[src/rtl/irq_arb_pkg.sv]
// Shared definitions for the interrupt source arbiter.
// Assumes: event kinds are encoded on a single bit at the block edge.
package irq_arb_pkg;
    typedef enum logic {
        EV_RAISE = 1'b0,
        EV_DROP  = 1'b1
    } ev_kind_e;

    localparam int unsigned PRIO_W = 4;
endpackage

[src/rtl/irq_prio_regs.sv]
// Priority-assignment registers: a 16-bit timer register and a 32-bit
// group register, both written whole by a single strobe.
// Assumes: no read path is needed; cfg_sel picks the target register.
module irq_prio_regs #(
    parameter int unsigned DATA_W    = 32,
    parameter int unsigned TMR_W     = 16,
    parameter logic [TMR_W-1:0]  TMR_RST = '0,
    parameter logic [DATA_W-1:0] GRP_RST = 32'h3333_3333
) (
    input  logic              clk,
    input  logic              rst_n,
    input  logic              cfg_we,
    input  logic              cfg_sel,
    input  logic [DATA_W-1:0] cfg_wdata,
    output logic [TMR_W-1:0]  tmr_reg,
    output logic [DATA_W-1:0] grp_reg
);
    // Timer priority register update.
    always_ff @(posedge clk) begin
        if (!rst_n) begin
            tmr_reg <= TMR_RST;
        end else if (cfg_we && !cfg_sel) begin
            tmr_reg <= cfg_wdata[TMR_W-1:0];
        end
    end

    // Group priority register update.
    always_ff @(posedge clk) begin
        if (!rst_n) begin
            grp_reg <= GRP_RST;
        end else if (cfg_we && cfg_sel) begin
            grp_reg <= cfg_wdata;
        end
    end
endmodule

[src/rtl/irq_prio_map.sv]
// Builds the per-source priority table from the fixed external ladder,
// the timer nibbles and the shared serial nibble; other sources get 0.
// Assumes: the source ranges do not overlap and fit in N_SRC.
module irq_prio_map
    import irq_arb_pkg::*;
#(
    parameter int unsigned N_SRC     = 128,
    parameter int unsigned DATA_W    = 32,
    parameter int unsigned TMR_W     = 16,
    parameter int unsigned EXT_BASE  = 16,
    parameter int unsigned EXT_COUNT = 15,
    parameter int unsigned TMR_BASE  = 32,
    parameter int unsigned TMR_COUNT = 3,
    parameter int unsigned SER_BASE  = 56,
    parameter int unsigned SER_COUNT = 4,
    parameter int unsigned SER_LSB   = 16
) (
    input  logic [TMR_W-1:0]             tmr_reg,
    input  logic [DATA_W-1:0]            grp_reg,
    output logic [N_SRC-1:0][PRIO_W-1:0] prio_tab
);
    localparam int unsigned PRIO_MAX = (1 << PRIO_W) - 1;
    localparam int unsigned TMR_MSB  = TMR_W - 1;

    // Register bits that feed no source are collected here on purpose.
    logic unused_fields;
    assign unused_fields = ^{tmr_reg, grp_reg};

    // One priority selection per source, picked at elaboration.
    for (genvar s = 0; s < N_SRC; s++) begin : g_src
        if (s >= EXT_BASE && s < EXT_BASE + EXT_COUNT) begin : g_ext
            assign prio_tab[s] = PRIO_W'(PRIO_MAX - (s - EXT_BASE));
        end else if (s >= TMR_BASE && s < TMR_BASE + TMR_COUNT) begin : g_tmr
            assign prio_tab[s] =
                tmr_reg[TMR_MSB - (s - TMR_BASE) * PRIO_W -: PRIO_W];
        end else if (s >= SER_BASE && s < SER_BASE + SER_COUNT) begin : g_ser
            assign prio_tab[s] = grp_reg[SER_LSB +: PRIO_W];
        end else begin : g_none
            assign prio_tab[s] = '0;
        end
    end
endmodule

[src/rtl/irq_pend_bank.sv]
// Pending bit per source: set by an accepted raise, cleared by an
// accepted drop of a pending source.
// Assumes: set and clear never arrive in the same cycle.
module irq_pend_bank #(
    parameter int unsigned N_SRC = 128,
    parameter int unsigned IDX_W = 7
) (
    input  logic             clk,
    input  logic             rst_n,
    input  logic             set_en,
    input  logic             clr_en,
    input  logic [IDX_W-1:0] idx,
    output logic [N_SRC-1:0] pend
);
    // Pending bit storage, one flop per source.
    for (genvar s = 0; s < N_SRC; s++) begin : g_bit
        always_ff @(posedge clk) begin
            if (!rst_n) begin
                pend[s] <= 1'b0;
            end else if (set_en && idx == IDX_W'(s)) begin
                pend[s] <= 1'b1;
            end else if (clr_en && idx == IDX_W'(s)) begin
                pend[s] <= 1'b0;
            end
        end
    end
endmodule

[src/rtl/irq_win_scan.sv]
// Holds the current winner. It updates the winner directly on a raise
// and rebuilds it with a one-record-per-clock scan after a drop. A later
// record replaces the candidate only on a strictly higher priority.
// Assumes: raise and drop are only issued while not busy.
module irq_win_scan
    import irq_arb_pkg::*;
#(
    parameter int unsigned N_SRC = 128,
    parameter int unsigned IDX_W = 7
) (
    input  logic                         clk,
    input  logic                         rst_n,
    input  logic                         do_raise,
    input  logic                         do_drop,
    input  logic [IDX_W-1:0]             ev_idx,
    input  logic [PRIO_W-1:0]            ev_prio,
    input  logic [N_SRC-1:0]             pend,
    input  logic [N_SRC-1:0][PRIO_W-1:0] prio_tab,
    output logic                         busy,
    output logic                         win_valid,
    output logic [IDX_W-1:0]             win_idx,
    output logic [PRIO_W-1:0]            win_lvl,
    output logic                         fault
);
    localparam logic [IDX_W-1:0] LAST_IDX = IDX_W'(N_SRC - 1);

    logic [IDX_W-1:0]  scan_idx;
    logic              cand_valid;
    logic [IDX_W-1:0]  cand_idx;
    logic [PRIO_W-1:0] cand_lvl;
    logic              nxt_valid;
    logic [IDX_W-1:0]  nxt_idx;
    logic [PRIO_W-1:0] nxt_lvl;
    logic [PRIO_W-1:0] scan_prio;
    logic              scan_hit;
    logic              raise_wins;

    // Compare the record under the scan pointer with the candidate.
    always_comb begin
        scan_prio = prio_tab[scan_idx];
        scan_hit  = pend[scan_idx] && (scan_prio > cand_lvl);
        nxt_valid = cand_valid;
        nxt_idx   = cand_idx;
        nxt_lvl   = cand_lvl;
        if (scan_hit) begin
            nxt_valid = 1'b1;
            nxt_idx   = scan_idx;
            nxt_lvl   = scan_prio;
        end
    end

    // Decide whether a raised source takes over the winner.
    always_comb begin
        raise_wins = (ev_prio != '0) && (!win_valid || ev_prio > win_lvl);
    end

    // Winner, candidate and scan pointer state.
    always_ff @(posedge clk) begin
        if (!rst_n) begin
            busy       <= 1'b0;
            scan_idx   <= '0;
            cand_valid <= 1'b0;
            cand_idx   <= '0;
            cand_lvl   <= '0;
            win_valid  <= 1'b0;
            win_idx    <= '0;
            win_lvl    <= '0;
        end else if (do_drop) begin
            busy       <= 1'b1;
            scan_idx   <= '0;
            cand_valid <= 1'b0;
            cand_idx   <= '0;
            cand_lvl   <= '0;
            win_valid  <= 1'b0;
            win_idx    <= '0;
            win_lvl    <= '0;
        end else if (do_raise) begin
            if (raise_wins) begin
                win_valid <= 1'b1;
                win_idx   <= ev_idx;
                win_lvl   <= ev_prio;
            end
        end else if (busy) begin
            if (scan_idx == LAST_IDX) begin
                busy      <= 1'b0;
                win_valid <= nxt_valid;
                win_idx   <= nxt_idx;
                win_lvl   <= nxt_lvl;
            end else begin
                scan_idx   <= scan_idx + 1'b1;
                cand_valid <= nxt_valid;
                cand_idx   <= nxt_idx;
                cand_lvl   <= nxt_lvl;
            end
        end
    end

    // One-cycle fault pulse for a raise of an unprioritized source.
    always_ff @(posedge clk) begin
        if (!rst_n) begin
            fault <= 1'b0;
        end else begin
            fault <= do_raise && (ev_prio == '0);
        end
    end
endmodule

[src/rtl/irq_prio_arbiter.sv]
// Top of the interrupt source arbiter: the event port, the priority
// registers, the pending bank and the winner/rescan engine.
// Assumes: callers hold an event until ev_ready is seen high.
module irq_prio_arbiter
    import irq_arb_pkg::*;
#(
    parameter int unsigned N_SRC     = 128,
    parameter int unsigned CODE_STEP = 32,
    parameter int unsigned DATA_W    = 32,
    parameter int unsigned TMR_W     = 16,
    parameter int unsigned EXT_BASE  = 16,
    parameter int unsigned EXT_COUNT = 15,
    parameter int unsigned TMR_BASE  = 32,
    parameter int unsigned TMR_COUNT = 3,
    parameter int unsigned SER_BASE  = 56,
    parameter int unsigned SER_COUNT = 4,
    parameter int unsigned SER_LSB   = 16,
    parameter int unsigned IDX_W     = $clog2(N_SRC),
    parameter int unsigned CODE_W    = IDX_W + $clog2(CODE_STEP)
) (
    input  logic              clk,
    input  logic              rst_n,
    input  logic              ev_valid,
    input  logic              ev_kind,
    input  logic [IDX_W-1:0]  ev_idx,
    output logic              ev_ready,
    input  logic              cfg_we,
    input  logic              cfg_sel,
    input  logic [DATA_W-1:0] cfg_wdata,
    output logic              busy,
    output logic              win_valid,
    output logic [CODE_W-1:0] win_code,
    output logic [PRIO_W-1:0] win_level,
    output logic              prio_fault
);
    localparam int unsigned STEP_SH = $clog2(CODE_STEP);

    logic [TMR_W-1:0]             tmr_reg;
    logic [DATA_W-1:0]            grp_reg;
    logic [N_SRC-1:0][PRIO_W-1:0] prio_tab;
    logic [N_SRC-1:0]             pend;
    logic                         ev_acc;
    logic                         do_raise;
    logic                         do_drop;
    logic [IDX_W-1:0]             win_idx;

    // Event acceptance and decoding into raise / effective drop.
    always_comb begin
        ev_ready = !busy;
        ev_acc   = ev_valid && ev_ready;
        do_raise = ev_acc && (ev_kind_e'(ev_kind) == EV_RAISE);
        do_drop  = ev_acc && (ev_kind_e'(ev_kind) == EV_DROP) && pend[ev_idx];
    end

    // Event code is the record index scaled by the code step.
    always_comb begin
        win_code = win_valid ? (CODE_W'(win_idx) << STEP_SH) : '0;
    end

    irq_prio_regs #(
        .DATA_W (DATA_W),
        .TMR_W  (TMR_W)
    ) u_regs (
        .clk       (clk),
        .rst_n     (rst_n),
        .cfg_we    (cfg_we),
        .cfg_sel   (cfg_sel),
        .cfg_wdata (cfg_wdata),
        .tmr_reg   (tmr_reg),
        .grp_reg   (grp_reg)
    );

    irq_prio_map #(
        .N_SRC     (N_SRC),
        .DATA_W    (DATA_W),
        .TMR_W     (TMR_W),
        .EXT_BASE  (EXT_BASE),
        .EXT_COUNT (EXT_COUNT),
        .TMR_BASE  (TMR_BASE),
        .TMR_COUNT (TMR_COUNT),
        .SER_BASE  (SER_BASE),
        .SER_COUNT (SER_COUNT),
        .SER_LSB   (SER_LSB)
    ) u_map (
        .tmr_reg  (tmr_reg),
        .grp_reg  (grp_reg),
        .prio_tab (prio_tab)
    );

    irq_pend_bank #(
        .N_SRC (N_SRC),
        .IDX_W (IDX_W)
    ) u_pend (
        .clk    (clk),
        .rst_n  (rst_n),
        .set_en (do_raise),
        .clr_en (do_drop),
        .idx    (ev_idx),
        .pend   (pend)
    );

    irq_win_scan #(
        .N_SRC (N_SRC),
        .IDX_W (IDX_W)
    ) u_scan (
        .clk       (clk),
        .rst_n     (rst_n),
        .do_raise  (do_raise),
        .do_drop   (do_drop),
        .ev_idx    (ev_idx),
        .ev_prio   (prio_tab[ev_idx]),
        .pend      (pend),
        .prio_tab  (prio_tab),
        .busy      (busy),
        .win_valid (win_valid),
        .win_idx   (win_idx),
        .win_lvl   (win_level),
        .fault     (prio_fault)
    );
endmodule

[config.mk]
export PLATFORM = sky130hd
export DESIGN_NAME = irq_prio_arbiter
export DESIGN_NICKNAME = d
export VERILOG_FILES = /design/src/rtl/irq_arb_pkg.sv /design/src/rtl/irq_prio_regs.sv /design/src/rtl/irq_prio_map.sv /design/src/rtl/irq_pend_bank.sv /design/src/rtl/irq_win_scan.sv /design/src/rtl/irq_prio_arbiter.sv
export SDC_FILE = /design/constraint.sdc
export NUM_CORES = 1
export LEC_CHECK = 0
export BUFFER_PORTS_ARGS = -buffer_cell sky130_fd_sc_hd__buf_2
export CORE_ASPECT_RATIO = 1.5
export CORE_UTILIZATION = 40
export DETAILED_ROUTE_END_ITERATION = 7
export PLACE_DENSITY = 0.62
export SETUP_SLACK_MARGIN = 0.2
export SLEW_MARGIN = 30
export SYNTH_ARGS = -nofsm -noshare
export SYNTH_HDL_FRONTEND = slang
export SYNTH_SLANG_ARGS = --single-unit
[constraint.sdc]
create_clock -name clk -period 9.65 [get_ports clk]
set_clock_uncertainty 0.15 [all_clocks]
set_input_delay 1.93 -clock clk [delete_from_list [all_inputs] [get_ports clk]]
set_output_delay 1.93 -clock clk [all_outputs]
set_load 0.01 [all_outputs]
==> metrics.md <==
| Metric | Value |
|---|---|
| Syn_area_per_cell | 9.14 um^2 |
| Max Cap Viol | 0 |
| Vias in the first global route | 8461 |
| Crit end category | register |
| Setup_tns | 0 ns |
| Arrival time at the worst endpoint | around 5.7 ns |
| Ports | 65 |
| Layout Cells excl Fill | 1393 |
| H-Tree Depth | 4 |
| RSZ-0062 raised after global routing | false |
| Dpl cell area | around 0.01 mm^2 |
| Die width | roughly 130 um |
| Area growth syn-to-layout | 8.07% |
| DP Cell Count | between 1000 and 1500 |
| Register area share after synthesis | 35.9% |
| Tmin final | 5.46 ns |
| Maximum root-to-sink buffer count | 2 |
| Post-Syn Instances | about 1100 |
| Via count | roughly 8600 |
| Root Driver | clkbuf_16 |
| Crit path buf inv count | 2 |
| Setup ws final | around 4.2 ns |
| Largest family of logic cells by synthesized area | compound AO/OA/AOI/OAI gates |
| Compound-gate portion of the synthesized area | around a quarter |
| Vias per std cell | about 6.2 |
| Worst min path class | reg -> reg |
| Initial core utilization | 40.7% |
| Hold_buf cts | 0 |
| Gate power share | under 10% |
| Total Routed Length | 29.9 mm |
| Filler instances | between 2000 and 2500 |
| Net switching power | 0.000396 W |
| Fin nets | between 1000 and 1500 |
| Hold Slack | ~0.30 ns |
| DP HPWL | slightly above 20 mm |
| Layout cells sized above 1 | 15.9% |
| Input/output buffers | 43 |
| Reg area | between 0.003 and 0.004 mm^2 |
| Fmax | ~0.18 GHz |
| Worst slack, placed | 3.68 ns |
| Internal power | ~0.0011 W |
| Mux share of post-synthesis cell area | between 15 and 20% |
| CP peak stage delay | approximately 0.7 ns |
| Die Ht | ~190 um |
| Die area | 0.0253 mm^2 |
| First-pass GRT wire length | between 40 and 50 mm |
| Asr flop ratio synth | 0% |
| Lkg Pwr | 3.50 nW |
| CP cell instances | buf_2 -> buf_4 -> or4b_4 -> o221ai_1 -> and2_1 -> ha_1 -> nor2b_1 -> o21a_1 -> o21a_1 -> o21a_1 -> o211ai_1 -> nand2_1 -> or2_4 -> o221ai_1 |
| CTS Sinks | approximately 180 |
| Max reg flops | 128 |
| Run status | finished clean |
| Post-Synth XOR/XNOR Area | less than 1% |
| Cell mode on critical path | o21a_1 |
| Pin count of the biggest net entering global routing | 79 |
| Gr ovfl total | 0 |
| Clk network pwr share | between 40% and 50% |
| Core area | approximately 0.024 mm^2 |
| Area of the multi-input gates | around 0.0058 mm^2 |
| WP data required | ~10 ns |
| Pwr per Cell Area | between 100 and 150 mW/mm^2 |
| Simple-gate portion of the synthesized area | 14.2% |
| Seq pwr share | roughly half |
| CTS Buf Count | 17 |
| Postcts setup bufs | 0 |
| Initial antenna violation count | 0 |
| Router iterations before antenna repair | 5 |
| Max Slew Vio Count | 0 |
| Clock slew at reported path FFs | about 0.070 ns |
| CP Launch Type | input port |
| Final Hold Viols | 0 |
| # DRC | 0 |
| Delay-heaviest family, CP | simple AND/OR/NAND/NOR gates |
| Synth cell types | 70 |
| Post-synth EDFFs | 0 |
| Post-cts resize count | 0 |
| DRT antenna net count | 0 |
| Top_reg_cell synth | dfxtp_1 |
| Critical path fanouts, max | 52 |
| RePlAce Congestion | a little under 0.9 |
| Final setup vio count | 0 |
| Crit Path Class | in -> reg |
| Ant. Diodes | 0 |
| Post-Syn Area | 0.00986 mm^2 |
| Peak VDD IR | 93.8 uV |
| # rows | 70 |
| 1st-iter DRT viols | 728 |
| Clock latency on the worst-skew pair | 0.46 ns |
| Syn. warnings | 0 |
| CTS tree | built |
| Final Cycle Share | 56.6% |
| Critical path's slowest cell | buf_4 |
| Yosys reg bits | about 180 |
| Post-route cell area | about 0.011 mm^2 |
| Worst-margin pin slew | ~1 ns |
| Avg WL per Cell | between 20 and 25 um |
| Rel. slew slack | 33.0% |
| Sw Ratio | a little over a quarter |
| Post-Synth Adder-Cell Area | under 10% |
| All-Layer GR Usage | 24.8% |
-- routing by layer --
metal / routed length [um] / global-route usage, % / part of all wire (%) / up-vias
li1: - / - / - / 4019
met1: 11900 / 28.7 / 40 / 4203
met2: 15400 / 42.9 / 51 / 306
met3: 1260 / 3.99 / 4.2 / 80
met4: 1450 / 13.5 / 4.8 / 0
met5: 0 / 0 / 0 / -
-- cell usage in the layout, fill, tap and decap left out, types with 11 or more instances in the layout --
| cell | Yosys | final |
|---|---|---|
| a21oi_1 | 18 | 17 |
| nor2b_1 | 17 | 17 |
| o311ai_0 | 16 | 16 |
| o21ai_0 | 130 | 130 |
| dfxtp_1 | 177 | 175 |
| buf_4 | 12 | 16 |
| clkbuf_16 | 0 | 17 |
| buf_2 | 27 | 42 |
| o211ai_1 | 111 | 111 |
| a21boi_0 | 14 | 14 |
| a22oi_1 | 11 | 11 |
| inv_1 | 18 | 18 |
| nor3_1 | 13 | 13 |
| and2_1 | 13 | 13 |
| mux2i_1 | 41 | 41 |
| nor2_1 | 47 | 47 |
| nand3_1 | 27 | 27 |
| nand2_1 | 139 | 137 |
| mux4_2 | 52 | 52 |
-- cell usage after synthesis (12+ instances only) --
library cell	count	area share, %
o311ai_0	16	1.4
o211ai_1	111	8.4
dfxtp_1	177	36
nor2_1	47	1.8
clkbuf_1	57	2.2
a21oi_1	18	0.91
nor2b_1	17	1.1
mux4_2	52	12
and2_1	13	0.82
nand3_1	27	1.4
mux2i_1	41	4.2
buf_2	27	1.4
nand2_1	139	5.3
o21ai_0	130	6.6
buf_4	12	0.91
nor3_1	13	0.66
inv_1	18	0.68
a21boi_0	14	1.1
-- worst paths after layout --
check	start	end	slack [ns]	cells after the start
worst max-delay path	ev_idx[0]	u_scan.win_lvl[0]	4.19	14
worst min register to register	u_scan.win_idx[6]	u_scan.win_idx[6]	0.30	1
worst min-delay path	u_scan.win_idx[6]	u_scan.win_idx[6]	0.30	1
worst max register to register	u_scan.scan_idx[1]	u_scan.cand_lvl[0]	5.50	9
-- cell type report --
type / count / area share [%]
flip-flops and latches: 177 / 33.3
repair buffers: 58 / 3.10
clock inverters: 11 / 0.775
clock buffers: 21 / 4.41
inverters: 19 / 0.669
well taps: 324 / 3.80
multi-input cells: 783 / 54.0
-- logic make-up (layout without fill, tap and decap cells) --
logic type / after synthesis / count (layout)
fa+ha+maj: 9 / 9
simple gates: 299 / 299
other cells: 1 / 5
mux: 104 / 104
xor+xnor: 5 / 5
compound gates: 361 / 361
flops: 177 / 177
buf+inv: 123 / 109
-- power by group through the flow --
stage / sequential (W) / clock (W) / combinational [W]
2_1_floorplan: 0.000756 / 0 / 0.0000831
3_3_place_gp: 0.000758 / 0 / 0.000114
3_5_place_dp: 0.000758 / 0 / 0.000115
4_1_cts: 0.000741 / 0.000667 / 0.000115
5_1_grt: 0.000741 / 0.000704 / 0.000124
6_report: 0.000741 / 0.000659 / 0.000116
-- through the flow --
step	power (W)	utilization [%]
6_report	0.00152	43.9
5_1_grt	0.00157	43.9
4_1_cts	0.00152	43.9
3_5_place_dp	0.000872	41.6
3_3_place_gp	0.000872	41.6
2_1_floorplan	0.000839	-
Power figures use the tool's default switching activity.
